<file path="src/rtl/dma_pkg.sv">
package dma_pkg;
  localparam int REG_AW = 3;

  localparam logic [REG_AW-1:0] REG_WADDR  = 3'd0;
  localparam logic [REG_AW-1:0] REG_WCNT   = 3'd1;
  localparam logic [REG_AW-1:0] REG_RADDR  = 3'd2;
  localparam logic [REG_AW-1:0] REG_RCNT   = 3'd3;
  localparam logic [REG_AW-1:0] REG_RUN    = 3'd4;
  localparam logic [REG_AW-1:0] REG_EVENT  = 3'd5;
  localparam logic [REG_AW-1:0] REG_WINDOW = 3'd6;

  localparam int RUN_WR_EN   = 10;
  localparam int RUN_RD_EN   = 14;
  localparam int EV_WR_IE    = 0;
  localparam int EV_RD_IE    = 1;
  localparam int EV_WR_DONE  = 18;
  localparam int EV_RD_DONE  = 19;
  localparam int EV_WR_CONF  = 20;
  localparam int EV_RD_CONF  = 21;

  // control -> datapath strobes; channel index 0 = outbound, 1 = inbound
  typedef struct packed {
    logic [1:0] addrLoad;
    logic [1:0] cntLoad;
    logic [1:0] beat;
    logic       outPush;
    logic       inPop;
    logic       selRd;
  } dmaStrobe_t;
endpackage

</file>
<file path="src/rtl/dma_fifo.sv">
module dma_fifo #(
  parameter int WIDTH = 32,
  parameter int DEPTH = 8
) (
  input  logic             clk,
  input  logic             rstN,
  input  logic             push,
  input  logic [WIDTH-1:0] pushData,
  input  logic             pop,
  output logic [WIDTH-1:0] headData,
  output logic             empty,
  output logic             full
);
  localparam int PW = $clog2(DEPTH);

  logic [WIDTH-1:0] store [DEPTH];
  logic [PW:0]      wPtr, rPtr;

  always_ff @(posedge clk) begin
    if (push && !full) store[wPtr[PW-1:0]] <= pushData;
  end

  always_ff @(posedge clk or negedge rstN) begin
    if (!rstN) begin
      wPtr <= '0;
      rPtr <= '0;
    end else begin
      if (push && !full) wPtr <= wPtr + 1'b1;
      if (pop && !empty) rPtr <= rPtr + 1'b1;
    end
  end

  assign headData = store[rPtr[PW-1:0]];
  assign empty    = (wPtr == rPtr);
  assign full     = (wPtr[PW] != rPtr[PW]) && (wPtr[PW-1:0] == rPtr[PW-1:0]);
endmodule

</file>
<file path="src/rtl/dma_datapath.sv">
module dma_datapath
  import dma_pkg::*;
#(
  parameter int ADDR_W     = 32,
  parameter int CNT_W      = 24,
  parameter int FIFO_DEPTH = 8
) (
  input  logic              clk,
  input  logic              rstN,
  input  dmaStrobe_t        strobe,
  input  logic [REG_AW-1:0] regAddr,
  input  logic [31:0]       regWrData,
  input  logic [31:0]       runWord,
  input  logic [31:0]       eventWord,
  input  logic [31:0]       memRData,
  output logic [31:0]       regRdData,
  output logic [ADDR_W-1:0] memAddr,
  output logic [3:0]        memBe,
  output logic [31:0]       memWData,
  output logic [1:0]        cntZero,
  output logic [1:0]        lastWord,
  output logic              outEmpty,
  output logic              outFull,
  output logic              inEmpty,
  output logic              inFull
);
  localparam logic [CNT_W-1:0]  WORD_BYTES = CNT_W'(4);
  localparam logic [ADDR_W-1:0] ADDR_STEP  = ADDR_W'(4);

  logic [ADDR_W-1:0] chAddr [2];
  logic [CNT_W-1:0]  chCnt  [2];
  logic [31:0]       inHead, byteMask;

  function automatic logic [CNT_W-1:0] stepOf(input logic [CNT_W-1:0] c);
    return (c >= WORD_BYTES) ? WORD_BYTES : c;
  endfunction

  function automatic logic [3:0] enablesOf(input logic [CNT_W-1:0] c);
    if (c >= WORD_BYTES) return 4'hF;
    case (c[1:0])
      2'd1:    return 4'h1;
      2'd2:    return 4'h3;
      2'd3:    return 4'h7;
      default: return 4'h0;
    endcase
  endfunction

  always_ff @(posedge clk or negedge rstN) begin
    if (!rstN) begin
      for (int ch = 0; ch < 2; ch++) begin
        chAddr[ch] <= '0;
        chCnt[ch]  <= '0;
      end
    end else begin
      for (int ch = 0; ch < 2; ch++) begin
        if (strobe.addrLoad[ch])  chAddr[ch] <= {regWrData[ADDR_W-1:2], 2'b00};
        else if (strobe.beat[ch]) chAddr[ch] <= chAddr[ch] + ADDR_STEP;
        if (strobe.cntLoad[ch])   chCnt[ch]  <= regWrData[CNT_W-1:0];
        else if (strobe.beat[ch]) chCnt[ch]  <= chCnt[ch] - stepOf(chCnt[ch]);
      end
    end
  end

  always_comb begin
    for (int ch = 0; ch < 2; ch++) begin
      cntZero[ch]  = (chCnt[ch] == '0);
      lastWord[ch] = (chCnt[ch] <= WORD_BYTES);
    end
  end

  assign memAddr = strobe.selRd ? chAddr[1] : chAddr[0];
  assign memBe   = enablesOf(strobe.selRd ? chCnt[1] : chCnt[0]);

  always_comb begin
    for (int b = 0; b < 4; b++) byteMask[8*b +: 8] = {8{memBe[b]}};
  end

  dma_fifo #(.WIDTH(32), .DEPTH(FIFO_DEPTH)) outFifo_i (
    .clk(clk), .rstN(rstN),
    .push(strobe.outPush), .pushData(regWrData),
    .pop(strobe.beat[0]), .headData(memWData),
    .empty(outEmpty), .full(outFull)
  );

  dma_fifo #(.WIDTH(32), .DEPTH(FIFO_DEPTH)) inFifo_i (
    .clk(clk), .rstN(rstN),
    .push(strobe.beat[1]), .pushData(memRData & byteMask),
    .pop(strobe.inPop), .headData(inHead),
    .empty(inEmpty), .full(inFull)
  );

  always_comb begin
    regRdData = '0;
    case (regAddr)
      REG_WADDR:  regRdData[ADDR_W-1:0] = chAddr[0];
      REG_WCNT:   regRdData[CNT_W-1:0]  = chCnt[0];
      REG_RADDR:  regRdData[ADDR_W-1:0] = chAddr[1];
      REG_RCNT:   regRdData[CNT_W-1:0]  = chCnt[1];
      REG_RUN:    regRdData = runWord;
      REG_EVENT:  regRdData = eventWord;
      REG_WINDOW: regRdData = strobe.inPop ? inHead : '0;
      default:    regRdData = '0;
    endcase
  end
endmodule

</file>
<file path="src/rtl/dma_control.sv">
module dma_control
  import dma_pkg::*;
(
  input  logic              clk,
  input  logic              rstN,
  input  logic              regWrEn,
  input  logic              regRdEn,
  input  logic [REG_AW-1:0] regAddr,
  input  logic [31:0]       regWrData,
  input  logic              memAck,
  input  logic [1:0]        cntZero,
  input  logic [1:0]        lastWord,
  input  logic              outEmpty,
  input  logic              outFull,
  input  logic              inEmpty,
  input  logic              inFull,
  output dmaStrobe_t        strobe,
  output logic              memReq,
  output logic              memWrite,
  output logic [31:0]       runWord,
  output logic [31:0]       eventWord,
  output logic              irq
);
  typedef enum logic [1:0] {ST_IDLE, ST_WR, ST_RD} dmaState_t;

  dmaState_t state, stateNext;
  logic wrEn, rdEn, wrIe, rdIe, wrDone, rdDone, wrConf, rdConf, lastWasWr;
  logic runWrite, eventWrite, winWrite, winRead;
  logic wrReady, rdReady, wrDoneSet, rdDoneSet, wrConfSet, rdConfSet;

  assign runWrite   = regWrEn && (regAddr == REG_RUN);
  assign eventWrite = regWrEn && (regAddr == REG_EVENT);
  assign winWrite   = regWrEn && (regAddr == REG_WINDOW);
  assign winRead    = regRdEn && (regAddr == REG_WINDOW);

  assign wrConfSet = winWrite && wrEn;
  assign rdConfSet = winRead && rdEn;

  always_comb begin
    strobe             = '0;
    strobe.addrLoad[0] = regWrEn && (regAddr == REG_WADDR);
    strobe.cntLoad[0]  = regWrEn && (regAddr == REG_WCNT);
    strobe.addrLoad[1] = regWrEn && (regAddr == REG_RADDR);
    strobe.cntLoad[1]  = regWrEn && (regAddr == REG_RCNT);
    strobe.beat[0]     = (state == ST_WR) && memAck;
    strobe.beat[1]     = (state == ST_RD) && memAck;
    strobe.outPush     = winWrite && !wrEn && !outFull;
    strobe.inPop       = winRead && !rdEn && !inEmpty;
    strobe.selRd       = (state == ST_RD);
  end

  assign wrReady = wrEn && !cntZero[0] && !outEmpty;
  assign rdReady = rdEn && !cntZero[1] && !inFull;

  assign wrDoneSet = (strobe.beat[0] && lastWord[0]) || (wrEn && cntZero[0] && state != ST_WR);
  assign rdDoneSet = (strobe.beat[1] && lastWord[1]) || (rdEn && cntZero[1] && state != ST_RD);

  always_comb begin
    stateNext = state;
    case (state)
      ST_IDLE: begin
        if (wrReady && (!rdReady || !lastWasWr)) stateNext = ST_WR;
        else if (rdReady)                        stateNext = ST_RD;
      end
      ST_WR, ST_RD: if (memAck) stateNext = ST_IDLE;
      default: stateNext = ST_IDLE;
    endcase
  end

  always_ff @(posedge clk or negedge rstN) begin
    if (!rstN) begin
      state     <= ST_IDLE;
      lastWasWr <= 1'b0;
    end else begin
      state <= stateNext;
      if (state == ST_IDLE && stateNext == ST_WR) lastWasWr <= 1'b1;
      if (state == ST_IDLE && stateNext == ST_RD) lastWasWr <= 1'b0;
    end
  end

  always_ff @(posedge clk or negedge rstN) begin
    if (!rstN) begin
      wrEn <= 1'b0; rdEn <= 1'b0;
      wrIe <= 1'b0; rdIe <= 1'b0;
      wrDone <= 1'b0; rdDone <= 1'b0;
      wrConf <= 1'b0; rdConf <= 1'b0;
    end else begin
      if (runWrite) begin
        wrEn <= regWrData[RUN_WR_EN];
        rdEn <= regWrData[RUN_RD_EN];
      end
      if (wrDoneSet) wrEn <= 1'b0;
      if (rdDoneSet) rdEn <= 1'b0;
      if (eventWrite) begin
        wrIe <= regWrData[EV_WR_IE];
        rdIe <= regWrData[EV_RD_IE];
      end
      wrDone <= wrDoneSet | (wrDone & ~(eventWrite & regWrData[EV_WR_DONE]));
      rdDone <= rdDoneSet | (rdDone & ~(eventWrite & regWrData[EV_RD_DONE]));
      wrConf <= wrConfSet | (wrConf & ~(eventWrite & regWrData[EV_WR_CONF]));
      rdConf <= rdConfSet | (rdConf & ~(eventWrite & regWrData[EV_RD_CONF]));
    end
  end

  always_comb begin
    runWord                = '0;
    runWord[RUN_WR_EN]     = wrEn;
    runWord[RUN_RD_EN]     = rdEn;
    eventWord              = '0;
    eventWord[EV_WR_IE]    = wrIe;
    eventWord[EV_RD_IE]    = rdIe;
    eventWord[EV_WR_DONE]  = wrDone;
    eventWord[EV_RD_DONE]  = rdDone;
    eventWord[EV_WR_CONF]  = wrConf;
    eventWord[EV_RD_CONF]  = rdConf;
  end

  assign memReq   = (state != ST_IDLE);
  assign memWrite = (state == ST_WR);
  assign irq      = (wrDone & wrIe) | (rdDone & rdIe);
endmodule

</file>
<file path="src/rtl/dma_bm_top.sv">
module dma_bm_top
  import dma_pkg::*;
#(
  parameter int ADDR_W     = 32,
  parameter int CNT_W      = 24,
  parameter int FIFO_DEPTH = 8
) (
  input  logic              clk,
  input  logic              rstN,
  input  logic              regWrEn,
  input  logic              regRdEn,
  input  logic [REG_AW-1:0] regAddr,
  input  logic [31:0]       regWrData,
  output logic [31:0]       regRdData,
  output logic              memReq,
  output logic              memWrite,
  output logic [ADDR_W-1:0] memAddr,
  output logic [3:0]        memBe,
  output logic [31:0]       memWData,
  input  logic [31:0]       memRData,
  input  logic              memAck,
  output logic              irq
);
  dmaStrobe_t  strobe;
  logic [31:0] runWord, eventWord;
  logic [1:0]  cntZero, lastWord;
  logic        outEmpty, outFull, inEmpty, inFull;

  dma_control ctrl_i (
    .clk(clk), .rstN(rstN),
    .regWrEn(regWrEn), .regRdEn(regRdEn), .regAddr(regAddr), .regWrData(regWrData),
    .memAck(memAck), .cntZero(cntZero), .lastWord(lastWord),
    .outEmpty(outEmpty), .outFull(outFull), .inEmpty(inEmpty), .inFull(inFull),
    .strobe(strobe), .memReq(memReq), .memWrite(memWrite),
    .runWord(runWord), .eventWord(eventWord), .irq(irq)
  );

  dma_datapath #(.ADDR_W(ADDR_W), .CNT_W(CNT_W), .FIFO_DEPTH(FIFO_DEPTH)) data_i (
    .clk(clk), .rstN(rstN), .strobe(strobe),
    .regAddr(regAddr), .regWrData(regWrData),
    .runWord(runWord), .eventWord(eventWord), .memRData(memRData),
    .regRdData(regRdData), .memAddr(memAddr), .memBe(memBe), .memWData(memWData),
    .cntZero(cntZero), .lastWord(lastWord),
    .outEmpty(outEmpty), .outFull(outFull), .inEmpty(inEmpty), .inFull(inFull)
  );
endmodule

</file>
<file path="config.mk">
export PLATFORM = sky130hd
export DESIGN_NAME = dma_bm_top
export DESIGN_NICKNAME = d
export VERILOG_FILES = /design/src/rtl/dma_pkg.sv /design/src/rtl/dma_fifo.sv /design/src/rtl/dma_datapath.sv /design/src/rtl/dma_control.sv /design/src/rtl/dma_bm_top.sv
export SDC_FILE = /design/constraint.sdc
export NUM_CORES = 1
export LEC_CHECK = 0
export ABC_AREA = 1
export CORE_ASPECT_RATIO = 1.75
export CORE_UTILIZATION = 25
export DETAILED_ROUTE_END_ITERATION = 10
export SYNTH_ARGS = -nofsm -noshare
export SYNTH_HDL_FRONTEND = slang
export SYNTH_SLANG_ARGS = --single-unit
</file>
<file path="constraint.sdc">
create_clock -name clk -period 4.5 [get_ports clk]
set_clock_uncertainty 0.2 [all_clocks]
set_input_delay 0.45 -clock clk [delete_from_list [all_inputs] [get_ports clk]]
set_output_delay 0.45 -clock clk [all_outputs]
set_load 0.02 [all_outputs]
</file>
---- After elaboration in Yosys (flattened, before gate mapping) ----
Memory sizes are Yosys's and may differ from the RTL's.
Index checks and enable logic that the tools add are counted.
operators by class
  equality and inequality tests ........... 21
  $add $sub $neg .......................... 8
  order comparisons ....................... 5
  bitwise operators ....................... 20
  multiplexer cells ....................... 33
  reductions and logical operators ........ 61
operator list
  operator               number
  $mux 32                6
  $mux 24                7
  $pmux 24 s7            1
  $ge 24x3->1 const B    3
  $add 32x3->32 const B  2
  $le 24x3->1 const B    2
  $logic_not 24->1       2
  $sub 24x24->24         2
  $logic_and 1x1->1      35
  $and 32x32->32         1
  $pmux 8 s3             1
  $add 4x1->4 const B    4
  $reduce_bool 2->1      8
  $mux 1                 11
  $and 1x1->1            10
  $logic_not 1->1        10
  $eq 3x3->1 const B     3
  $pmux 3 s3             1
  $eq 2x2->1 const B     4
  $eq 4x4->1             2
  $mux 4                 2
  $eq 2x1->1 const B     3
  $eq 3x2->1 const B     2
  $eq 3x3->1             2
  other kinds (12)       24
storage, ports and cells
  memories kept ........................... 2
  output and inout port bits .............. 103
  input port bits ......................... 72
  register bits after elaboration ......... 139
  logic and storage cells ................. 168
  RAM bits ................................ 512
memories
  name                    depth  width  rd ports  clocked after memory_dff  write ports  line            source
  data_i.inFifo_i.store   8      32     1         0                         1            dma_fifo.sv:16  logic [WIDTH-1:0] store [DEPTH];
  data_i.outFifo_i.store  8      32     1         0                         1            dma_fifo.sv:16

---- Depth between registers and ports, before layout ----
Gate-level depths: netlist of run 1.
  word-level depth ........................ 13
  gate-level depth with buffers ........... 17
  gate-level depth less buffers ........... 17

---- Cells and area by module ----
From an unflattened synthesis of run 1, not the netlist that was laid out.
unflattened totals
  cells, all modules ...................... 3122
  area total of the unflattened synthesis .. 31368.8 um2
by module, submodules not included
  module        area an instance (um2)  cells an instance  sequential area each (um2)  instances
  dma_fifo      10533.9                 811                7887.6                      2
  dma_datapath  9121.2                  1341               2702.6                      1
  dma_control   1179.9                  159                275.3                       1

---- Worst setup path after synthesis of run 1 ----
Ideal clock, no wire load.
  path type ............................... input port to flip-flop
  from .................................... input regAddr[2]
  to ...................................... memory data_i.outFifo_i.store[6][0], enable pin
  library setup time ...................... 0.461 ns
  arrival time ............................ 3.489 ns
  buffers on the path ..................... 1
  data required time ...................... 3.839 ns
  cell stages on the path ................. 8
  path slack .............................. 0.350 ns
  cells stage by stage .................... buf_2 -> nand2_1 -> inv_1 -> nand2_1 -> nor2_1 -> nand2_1 -> or2_2 -> nor3_1
on the way
  word-level cells in the longest chain between the ends .. 7
ends and longest elaborated chain
  what                             line               source
  from (decl)                      dma_bm_top.sv:12   input logic [REG_AW-1:0] regAddr,
  $eq 3x3->1                       dma_control.sv:33  assign winWrite = regWrEn && (regAddr == REG_WINDOW);
  $logic_and 1x1->1                dma_control.sv:33
  $logic_and 1x1->1 (2 in series)  dma_control.sv:47  strobe.outPush = winWrite && !wrEn && !outFull;
  $logic_and 1x1->1                dma_fifo.sv:20     if (push && !full) store[wPtr[PW-1:0]] <= pushData;
  $mux 1                           dma_fifo.sv:20
  $mux 1 (implied by the code)     dma_fifo.sv:20
  to (decl)                        dma_fifo.sv:16
Every way passes these cells.

---- Final worst setup path of run 1 ----
  from .................................... register data_i.inFifo_i.rPtr[1]
  to ...................................... output regRdData[7]
on the way
  word-level cells in the longest chain between the ends .. 5
  elaborated cells between the ends (all ways) .. 6
  those cells by class .................... eq/ne (1); mux (2); reduce/logical (2); memory (1)
ends and longest elaborated chain
  what                                                                  line                 source
  from (decl)                                                           dma_fifo.sv:17       logic [PW:0] wPtr, rPtr;
  from (signal assigned)                                                dma_fifo.sv:29       if (pop && !empty) rPtr <= rPtr + 1'b1;
  parallel branches: the longest is 3 deep, another holds $mem_v2 8x32  n/a
  $mux 32 *                                                             dma_datapath.sv:101  REG_WINDOW: regRdData = strobe.inPop ? inHead : '0;
  $pmux 24 s7 *                                                         dma_datapath.sv:94   case (regAddr)
  to (decl)                                                             dma_bm_top.sv:14     output logic [31:0] regRdData,
Mark *: on every way between the ends.

==> results of run 1 <==
-- through the flow --
step                      cell area [µm²]  setup WS [ns]
final                               35800          0.131
after global routing                35800          0.163
after CTS                           35800          0.141
after detailed placement            33400          0.592
after global placement              33400          0.626
after floorplan                     29700          0.350
-- worst min-delay path by stage --
stage	cells past startpoint	end	start
final	2	data_i.inFifo_i.rPtr[0]	rstN
after global routing	2	data_i.inFifo_i.rPtr[0]	rstN
after CTS	2	data_i.inFifo_i.rPtr[0]	rstN
after detailed placement	1	data_i.inFifo_i.wPtr[1]	rstN
after global placement	1	data_i.inFifo_i.wPtr[1]	rstN
after floorplan	0	ctrl_i.lastWasWr	rstN
-- where the power goes --
group | internal [mW] | leakage [nW] | switching (mW)
Sequential | 7.27 | 6.29 | 1.01
Clock | 3.49 | 1.14 | 2.48
Combinational | 2.95 | 5.24 | 6.07
Total | 13.7 | 12.7 | 9.56
-- synth_stat cells (12+ instances only) --
| cell type | count | area share |
|---|---|---|
| sky130_fd_sc_hd__nand2_2 | 15 | 0.0032 |
| sky130_fd_sc_hd__buf_2 | 20 | 0.0034 |
| sky130_fd_sc_hd__dfrtp_1 | 135 | 0.11 |
| sky130_fd_sc_hd__edfxtp_1 | 512 | 0.52 |
| sky130_fd_sc_hd__nor2_2 | 14 | 0.0030 |
| sky130_fd_sc_hd__nor2_1 | 489 | 0.062 |
| sky130_fd_sc_hd__inv_1 | 237 | 0.030 |
| sky130_fd_sc_hd__ha_1 | 12 | 0.0051 |
| sky130_fd_sc_hd__clkbuf_1 | 100 | 0.013 |
| sky130_fd_sc_hd__o22ai_1 | 71 | 0.015 |
| sky130_fd_sc_hd__nand2_1 | 311 | 0.039 |
| sky130_fd_sc_hd__o21ai_0 | 324 | 0.055 |
| sky130_fd_sc_hd__nand3_1 | 116 | 0.020 |
| sky130_fd_sc_hd__o211ai_1 | 25 | 0.0063 |
| sky130_fd_sc_hd__buf_1 | 14 | 0.0018 |
| sky130_fd_sc_hd__xor2_1 | 72 | 0.021 |
| sky130_fd_sc_hd__o21bai_1 | 14 | 0.0035 |
| sky130_fd_sc_hd__nand4_1 | 26 | 0.0055 |
| sky130_fd_sc_hd__nor3_1 | 30 | 0.0051 |
| sky130_fd_sc_hd__a31oi_1 | 33 | 0.0070 |
| sky130_fd_sc_hd__o221ai_1 | 126 | 0.037 |
| sky130_fd_sc_hd__a21oi_1 | 33 | 0.0056 |
-- state kept, by name (all words and copies together), names as in the netlist, 2 cells and up --
name,flops
data_i.inFifo_i.store,256
data_i.outFifo_i.store,256
data_i.chAddr,60
data_i.chCnt,48
data_i.inFifo_i.rPtr,4
data_i.inFifo_i.wPtr,4
data_i.outFifo_i.rPtr,4
data_i.outFifo_i.wPtr,4
ctrl_i.state,2
-- worst max-delay path: cells and delay by family (launching register included) --
family                 cells  cell delay [ns]
DFF                        1             0.65
and+or+nand+nor            1             0.17
AOI/OAI and AO/OA          3             0.97
buffers and inverters      2             1.29
-- kinds of logic after synthesis --
kind of cell             share of synthesized area
buffers and inverters                       0.0512
adder cells (fa/ha/maj)                    0.00506
AND/OR/NAND/NOR                              0.151
other                                     0.000253
AO/OA/AOI/OAI                                0.138
XOR/XNOR                                    0.0219
flip-flops                                   0.632
-- cell type report --
class	instances	area share
inverters	250	0.0263
flip-flops and latches	647	0.524
clock inverters	44	0.0141
multi-input cells	1787	0.265
repair buffers	237	0.0659
clock buffers	82	0.0516
well taps	1512	0.0528
-- per-layer routing --
| layer | GRT usage | vias to the layer above | routed length [µm] | share of wire |
|---|---|---|---|---|
| li1 | - | 10400 | - | - |
| met1 | 0.214 | 11400 | 41400 | 0.40 |
| met2 | 0.270 | 1016 | 47400 | 0.46 |
| met3 | 0.0344 | 221 | 8710 | 0.084 |
| met4 | 0.0879 | 2 | 5630 | 0.055 |
| met5 | 0 | - | 13 | 0.00013 |
-- timing repair --
item | in CTS | in global routing
endpoints found under the hold margin | 41 | 0
endpoints found under the setup margin | 0 | 1
setup buffers | 0 | 1
hold buffers | 1 | 0
==> results_tabular.tex, run 1 <==
\begin{tabular}{lr}
\hline
Metric & Value \\
\hline
\multicolumn{2}{l}{\textbf{Clocking}} \\
\quad Clock buffer count from CTS & slightly below 70 \\
\quad Clock tree root buffer cell & sky130\_fd\_sc\_hd\_\_clkbuf\_16 \\
\quad Number of gates resized after CTS & 0 \\
\quad Clock tree sinks & 647 \\
\quad Maximum clock path buffer count & 3 \\
\quad TritonCTS clock tree & yes \\
\quad Deepest level of the CTS H-tree & 3 \\
\quad Clk\_lat worst skew & 0.62 ns \\
\quad Reg clk slew, reported paths & approximately 0.070 ns \\
\multicolumn{2}{l}{\textbf{Timing}} \\
\quad Slew of the pin with the lowest slew margin & about 1.1 ns \\
\quad Maximum clock frequency & 0.229 GHz \\
\quad Final worst-path cycle share & 0.971 \\
\quad Worst hold slack after final layout & 0.160 ns \\
\quad Slew margin rel. & 0.260 \\
\quad Final Hold Fails & 0 \\
\quad Sum Neg Setup Slack & 0 ns \\
\quad RSZ-0062 raised after global routing & no \\
\quad Pins over their slew limit & 0 \\
\quad Setup violators final & 0 \\
\quad Post-layout minimum cycle time & 4.37 ns \\
\multicolumn{2}{l}{\textbf{Yosys}} \\
\quad Seq/Total Area, Yosys & 0.632 \\
\quad Distinct cells, synth & 53 \\
\quad Gate count of the mapped netlist & 2822 \\
\quad Synthesis-stage register bit count & 647 \\
\quad Post-synthesis cell area & 29700 µm² \\
\quad Dominant register cell in the synthesized netlist & sky130\_fd\_sc\_hd\_\_edfxtp\_1 \\
\quad Number of synthesized flops with an enable pin & 512 \\
\quad Share of async-settable or async-resettable flops after synthesis & 0.209 \\
\quad Warnings, synthesis & 0 \\
\quad Average instance area after synthesis & roughly 11 µm² \\
\multicolumn{2}{l}{\textbf{Critical path}} \\
\quad Worst EP arrival & 3.72 ns \\
\quad First element of the critical path & data\_i.inFifo\_i.rPtr[1] \\
\quad Req. time, crit path & just under 4 ns \\
\quad Cell-by-cell trace of the critical path & buf\_4 > o21ai\_0 > o221ai\_1 > nand3\_1 > o211ai\_1 > clkdlybuf4s50\_1 \\
\quad Maximum fanout along the worst path & 47 \\
\quad Worst flop-to-flop path startpoint & data\_i.outFifo\_i.rPtr[1] \\
\quad Worst r2r path cells & 7 \\
\quad Capture point of the critical path & regRdData[7] \\
\quad Critical path's largest stage delay & 0.72 ns \\
\quad Category of the critical setup timing path & flip-flop to output port \\
\quad R2r endpoint & data\_i.outFifo\_i.store[0][13] \\
\quad Kind of end point of the critical path & output port \\
\quad Library cell contributing the largest single delay on the critical path & sky130\_fd\_sc\_hd\_\_clkdlybuf4s50\_1 \\
\quad Reg-to-reg setup timing slack & 1.26 ns \\
\quad CP Launch Type & flip-flop \\
\multicolumn{2}{l}{\textbf{Routing}} \\
\quad Number of vias in the routed layout & 23.0k \\
\quad Count of antenna-violating nets left after detailed routing & 0 \\
\quad Wire length after detailed routing & slightly above 100000 µm \\
\quad Per-cell routed wire length & approximately 23 µm \\
\quad Remaining routing DRC violations & 0 \\
\quad Drt via density & a little over 5 \\
\quad Count of TritonRoute iterations in the first routing pass & 7 \\
\quad Iteration-0 DRC count of the detailed router & 2393 \\
\multicolumn{2}{l}{\textbf{Finish}} \\
\quad Number of fill cells in the layout & approximately 12k \\
\quad Fraction of the core area covered by cells at the end of the flow & 0.305 \\
\quad Leading cell type in the layout, fill and taps excluded & sky130\_fd\_sc\_hd\_\_edfxtp\_1 \\
\quad Top library cells by usage in the layout, fill and taps aside & sky130\_fd\_sc\_hd\_\_edfxtp\_1 (512), sky130\_fd\_sc\_hd\_\_nor2\_1 (477), sky130\_fd\_sc\_hd\_\_o21ai\_0 (324), sky130\_fd\_sc\_hd\_\_nand2\_1 (311), sky130\_fd\_sc\_hd\_\_inv\_1 (233) \\
\quad Layout Cells excl Fill & 4559 \\
\quad Area occupied by multi-input gates & 9500 µm² \\
\quad Share of final-layout standard cells stronger than drive strength 1 & 0.0893 \\
\quad Area delta synth->final & 20.8\% \\
\quad Count of antenna diodes in the layout & 0 \\
\quad Final net count & 3076 \\
\quad Seq. cell area & 18800 µm² \\
\multicolumn{2}{l}{\textbf{Floorplanning}} \\
\quad Starting density of the core & 0.253 \\
\quad Die outline width & 262 µm \\
\quad Std-Cell Core Area & 117000 µm² \\
\quad \# rows & 166 \\
\quad Total die area & 120000 µm² \\
\quad Number of primary I/O pins & between 150 and 200 \\
\quad Vertical die dimension & 458 µm \\
\multicolumn{2}{l}{\textbf{Global routing}} \\
\quad Antenna violations before repair & 1 \\
\quad Largest net degree at the start of global routing & 132 \\
\quad Overall fraction of global-route tracks in use & 0.169 \\
\quad Wire length of the first global-routing pass & 151000 µm \\
\quad Overflow left after global routing & 0 \\
\quad Number of global-route vias before repair & 22.0k \\
\multicolumn{2}{l}{\textbf{Place}} \\
\quad Routability-driven placement congestion ratio & 0.976 \\
\quad Detailed Place HPWL & 70500 µm \\
\quad Dpl cells & 4431 \\
\quad Count of port buffers added during placement & 172 \\
\multicolumn{2}{l}{\textbf{Pwr}} \\
\quad Post-layout power & 23.3 mW \\
\quad Maximum VDD drop & slightly above 500 µV \\
\quad PD cells & 650 nW/µm² \\
\quad Static Leakage & 12.7 nW \\
\multicolumn{2}{l}{\textbf{Run status}} \\
\quad Result of the run & finished clean \\
\multicolumn{2}{l}{\textbf{Job}} \\
\quad Max-capacitance violation count & 0 \\
\multicolumn{2}{l}{\textbf{Min path}} \\
\quad Worst min-delay path category & input pin to asynchronous set/reset pin \\
\hline
\end{tabular}
Note: power is estimated with default switching activity, not from simulation.
==> run 2, diff against run 1 <==
Settings changed: SKIP_CTS_REPAIR_TIMING set to 1.
==> results_tabular.tex, run 2 (same netlist as run 1, synthesis figures left out) <==
\begin{tabular}{lr}
\hline
Metric & Value \\
\hline
\multicolumn{2}{l}{\textbf{Run status}} \\
\quad Result of the run & finished clean \\
\multicolumn{2}{l}{\textbf{Critical path}} \\
\quad Critical path's largest stage delay & 0.73 ns \\
\quad Dominant delay contributor by cell family on the critical path & buffers and inverters \\
\quad Req. time, crit path & between 3 and 4 ns \\
\quad Kind of end point of the critical path & output port \\
\quad Category of the critical setup timing path & flip-flop to output port \\
\quad CP Launch Type & flip-flop \\
\quad Cell-by-cell trace of the critical path & buf\_4 > o21ai\_0 > o221ai\_1 > nand3\_1 > o211ai\_1 > clkdlybuf4s50\_1 \\
\quad WP buf/inv & 2 \\
\quad Worst EP arrival & 3.73 ns \\
\quad Library cell contributing the largest single delay on the critical path & sky130\_fd\_sc\_hd\_\_clkdlybuf4s50\_1 \\
\quad Maximum fanout along the worst path & 47 \\
\multicolumn{2}{l}{\textbf{Routing}} \\
\quad Wire length after detailed routing & 103000 µm \\
\quad Per-cell routed wire length & 22.7 µm \\
\quad Remaining routing DRC violations & 0 \\
\quad Iteration-0 DRC count of the detailed router & 2368 \\
\quad Count of antenna-violating nets left after detailed routing & 0 \\
\quad Number of vias in the routed layout & 23.0k \\
\quad Drt via density & 5.04 \\
\quad Count of TritonRoute iterations in the first routing pass & 10 \\
\multicolumn{2}{l}{\textbf{Pwr}} \\
\quad Gate power share & 0.388 \\
\quad Net switching power & 9.56 mW \\
\quad Clock network fraction of design power & 0.257 \\
\quad Static Leakage & 12.7 nW \\
\quad Maximum VDD drop & 517 µV \\
\quad Sequential fraction of design power & 0.356 \\
\quad Cell internal power dissipation & 13.7 mW \\
\quad Post-layout power & between 20 and 25 mW \\
\quad PD cells & 650 nW/µm² \\
\quad Net Sw Frac & 0.411 \\
\multicolumn{2}{l}{\textbf{Finish}} \\
\quad Number of fill cells in the layout & roughly 12k \\
\quad Finished Cell Area & between 30000 and 40000 µm² \\
\quad Top library cells by usage in the layout, fill and taps aside & sky130\_fd\_sc\_hd\_\_edfxtp\_1 (512), sky130\_fd\_sc\_hd\_\_nor2\_1 (477), sky130\_fd\_sc\_hd\_\_o21ai\_0 (324), sky130\_fd\_sc\_hd\_\_nand2\_1 (311), sky130\_fd\_sc\_hd\_\_inv\_1 (233) \\
\quad Count of antenna diodes in the layout & 0 \\
\quad Share of final-layout standard cells stronger than drive strength 1 & 0.0893 \\
\quad Leading cell type in the layout, fill and taps excluded & sky130\_fd\_sc\_hd\_\_edfxtp\_1 \\
\quad Area delta synth->final & 20.8\% \\
\quad Final net count & 3076 \\
\multicolumn{2}{l}{\textbf{Global routing}} \\
\quad Antenna violations before repair & 1 \\
\quad Largest net degree at the start of global routing & around 130 \\
\quad Number of global-route vias before repair & 22.0k \\
\quad Overflow left after global routing & 0 \\
\quad Wire length of the first global-routing pass & roughly 150000 µm \\
\quad Overall fraction of global-route tracks in use & 0.169 \\
\multicolumn{2}{l}{\textbf{Timing}} \\
\quad Maximum clock frequency & between 0.2 and 0.25 GHz \\
\quad Post-layout minimum cycle time & between 4 and 5 ns \\
\quad Final Hold Fails & 0 \\
\quad Slew of the pin with the lowest slew margin & 1.11 ns \\
\quad Final worst-path cycle share & 0.972 \\
\quad Sum Neg Setup Slack & 0 ns \\
\quad Setup violators final & 0 \\
\quad RSZ-0062 raised after global routing & no \\
\quad Pins over their slew limit & 0 \\
\quad Slew margin rel. & 0.256 \\
\multicolumn{2}{l}{\textbf{Floorplanning}} \\
\quad Number of primary I/O pins & around 180 \\
\quad Die outline width & 262 µm \\
\quad Std-Cell Core Area & 117000 µm² \\
\quad Total die area & 120000 µm² \\
\quad Starting density of the core & 0.253 \\
\quad Vertical die dimension & 458 µm \\
\quad \# rows & 166 \\
\multicolumn{2}{l}{\textbf{Clocking}} \\
\quad Deepest level of the CTS H-tree & 3 \\
\quad Clock tree root buffer cell & sky130\_fd\_sc\_hd\_\_clkbuf\_16 \\
\quad Clk\_lat worst skew & around 0.63 ns \\
\quad TritonCTS clock tree & yes \\
\quad Clock buffer count from CTS & 69 \\
\quad Maximum clock path buffer count & 3 \\
\quad Clock tree sinks & 647 \\
\quad Reg clk slew, reported paths & roughly 0.070 ns \\
\multicolumn{2}{l}{\textbf{Place}} \\
\quad Detailed Place HPWL & 70500 µm \\
\quad Routability-driven placement congestion ratio & 0.976 \\
\quad Count of port buffers added during placement & 172 \\
\quad Standard cell area after detailed placement & $\sim$33000 µm² \\
\multicolumn{2}{l}{\textbf{Min path}} \\
\quad Worst min-delay path category & input pin to asynchronous set/reset pin \\
\multicolumn{2}{l}{\textbf{Job}} \\
\quad Max-capacitance violation count & 0 \\
\hline
\end{tabular}
run 2: cell counts in the layout (fill, tap and decap cells not counted):
No cell type changed its count.
run 2: power by group through the flow:
stage | clock [mW] | combinational (mW) | sequential (mW)
global route | 6.30 | 9.79 | 8.34
CTS | 6.07 | 8.96 | 8.26
global placement | 0 | 8.88 | 8.37
floorplan | 0 | 5.48 | 7.87
detailed placement | 0 | 8.92 | 8.37
finish | 5.97 | 9.02 | 8.28
run 2: per-layer routing:
| metal | up-vias | global-route usage | part of all wire |
|---|---|---|---|
| met2 | 968 | 0.270 | 0.46 |
| met5 | - | 0 | 0.00013 |
| li1 | 10400 | - | - |
| met1 | 11400 | 0.214 | 0.41 |
| met3 | 213 | 0.0341 | 0.077 |
| met4 | 2 | 0.0882 | 0.053 |
run 2: path summary, 6_finish.rpt:
kind	depth (start not counted)	startpoint	slack (ns)	end
worst max-delay path	6	data_i.inFifo_i.rPtr[1]	0.12	regRdData[7]
min in group clk	1	data_i.inFifo_i.wPtr[3]	0.29	data_i.inFifo_i.wPtr[3]
max in group asynchronous	3	rstN	2.90	data_i.chAddr[50]
worst min register to register	1	data_i.inFifo_i.wPtr[3]	0.29	data_i.inFifo_i.wPtr[3]
worst max register to register	7	data_i.outFifo_i.rPtr[1]	1.25	data_i.outFifo_i.store[0][13]
worst min-delay path	2	rstN	0.16	data_i.inFifo_i.rPtr[0]
run 2: cell type report:
type                       count  area [µm²]  area share
clock buffer                  82        1850      0.0516
clock inverter                44         505      0.0141
inverter                     250         941      0.0263
multi-input combinational   1787        9500       0.265
sequential                   647       18800       0.524
tap                         1512        1890      0.0528
timing repair buffer         237        2360      0.0659
run 2: worst reg2reg max path, stage by stage, from the launching register on:
cell                       delay, ns
sky130_fd_sc_hd__dfrtp_2        1.01
sky130_fd_sc_hd__xor2_1         0.22
sky130_fd_sc_hd__nor2_1         0.08
sky130_fd_sc_hd__nand3b_1       0.09
sky130_fd_sc_hd__nand2_1        0.08
sky130_fd_sc_hd__or2_2          0.38
sky130_fd_sc_hd__nor2_4         0.40
sky130_fd_sc_hd__buf_4          0.42
run 2: metrics by stage:
step	setup WS, ns	hold WS, ns	std cells	util
5_1_grt	0.163	0.209	4559	0.305
4_1_cts	0.141	-0.466	4557	0.305
6_report	0.125	0.165	4559	0.305
3_3_place_gp	0.626	0.204	4431	0.285
2_1_floorplan	0.350	-0.0456	2824	-
3_5_place_dp	0.592	0.209	4431	0.285
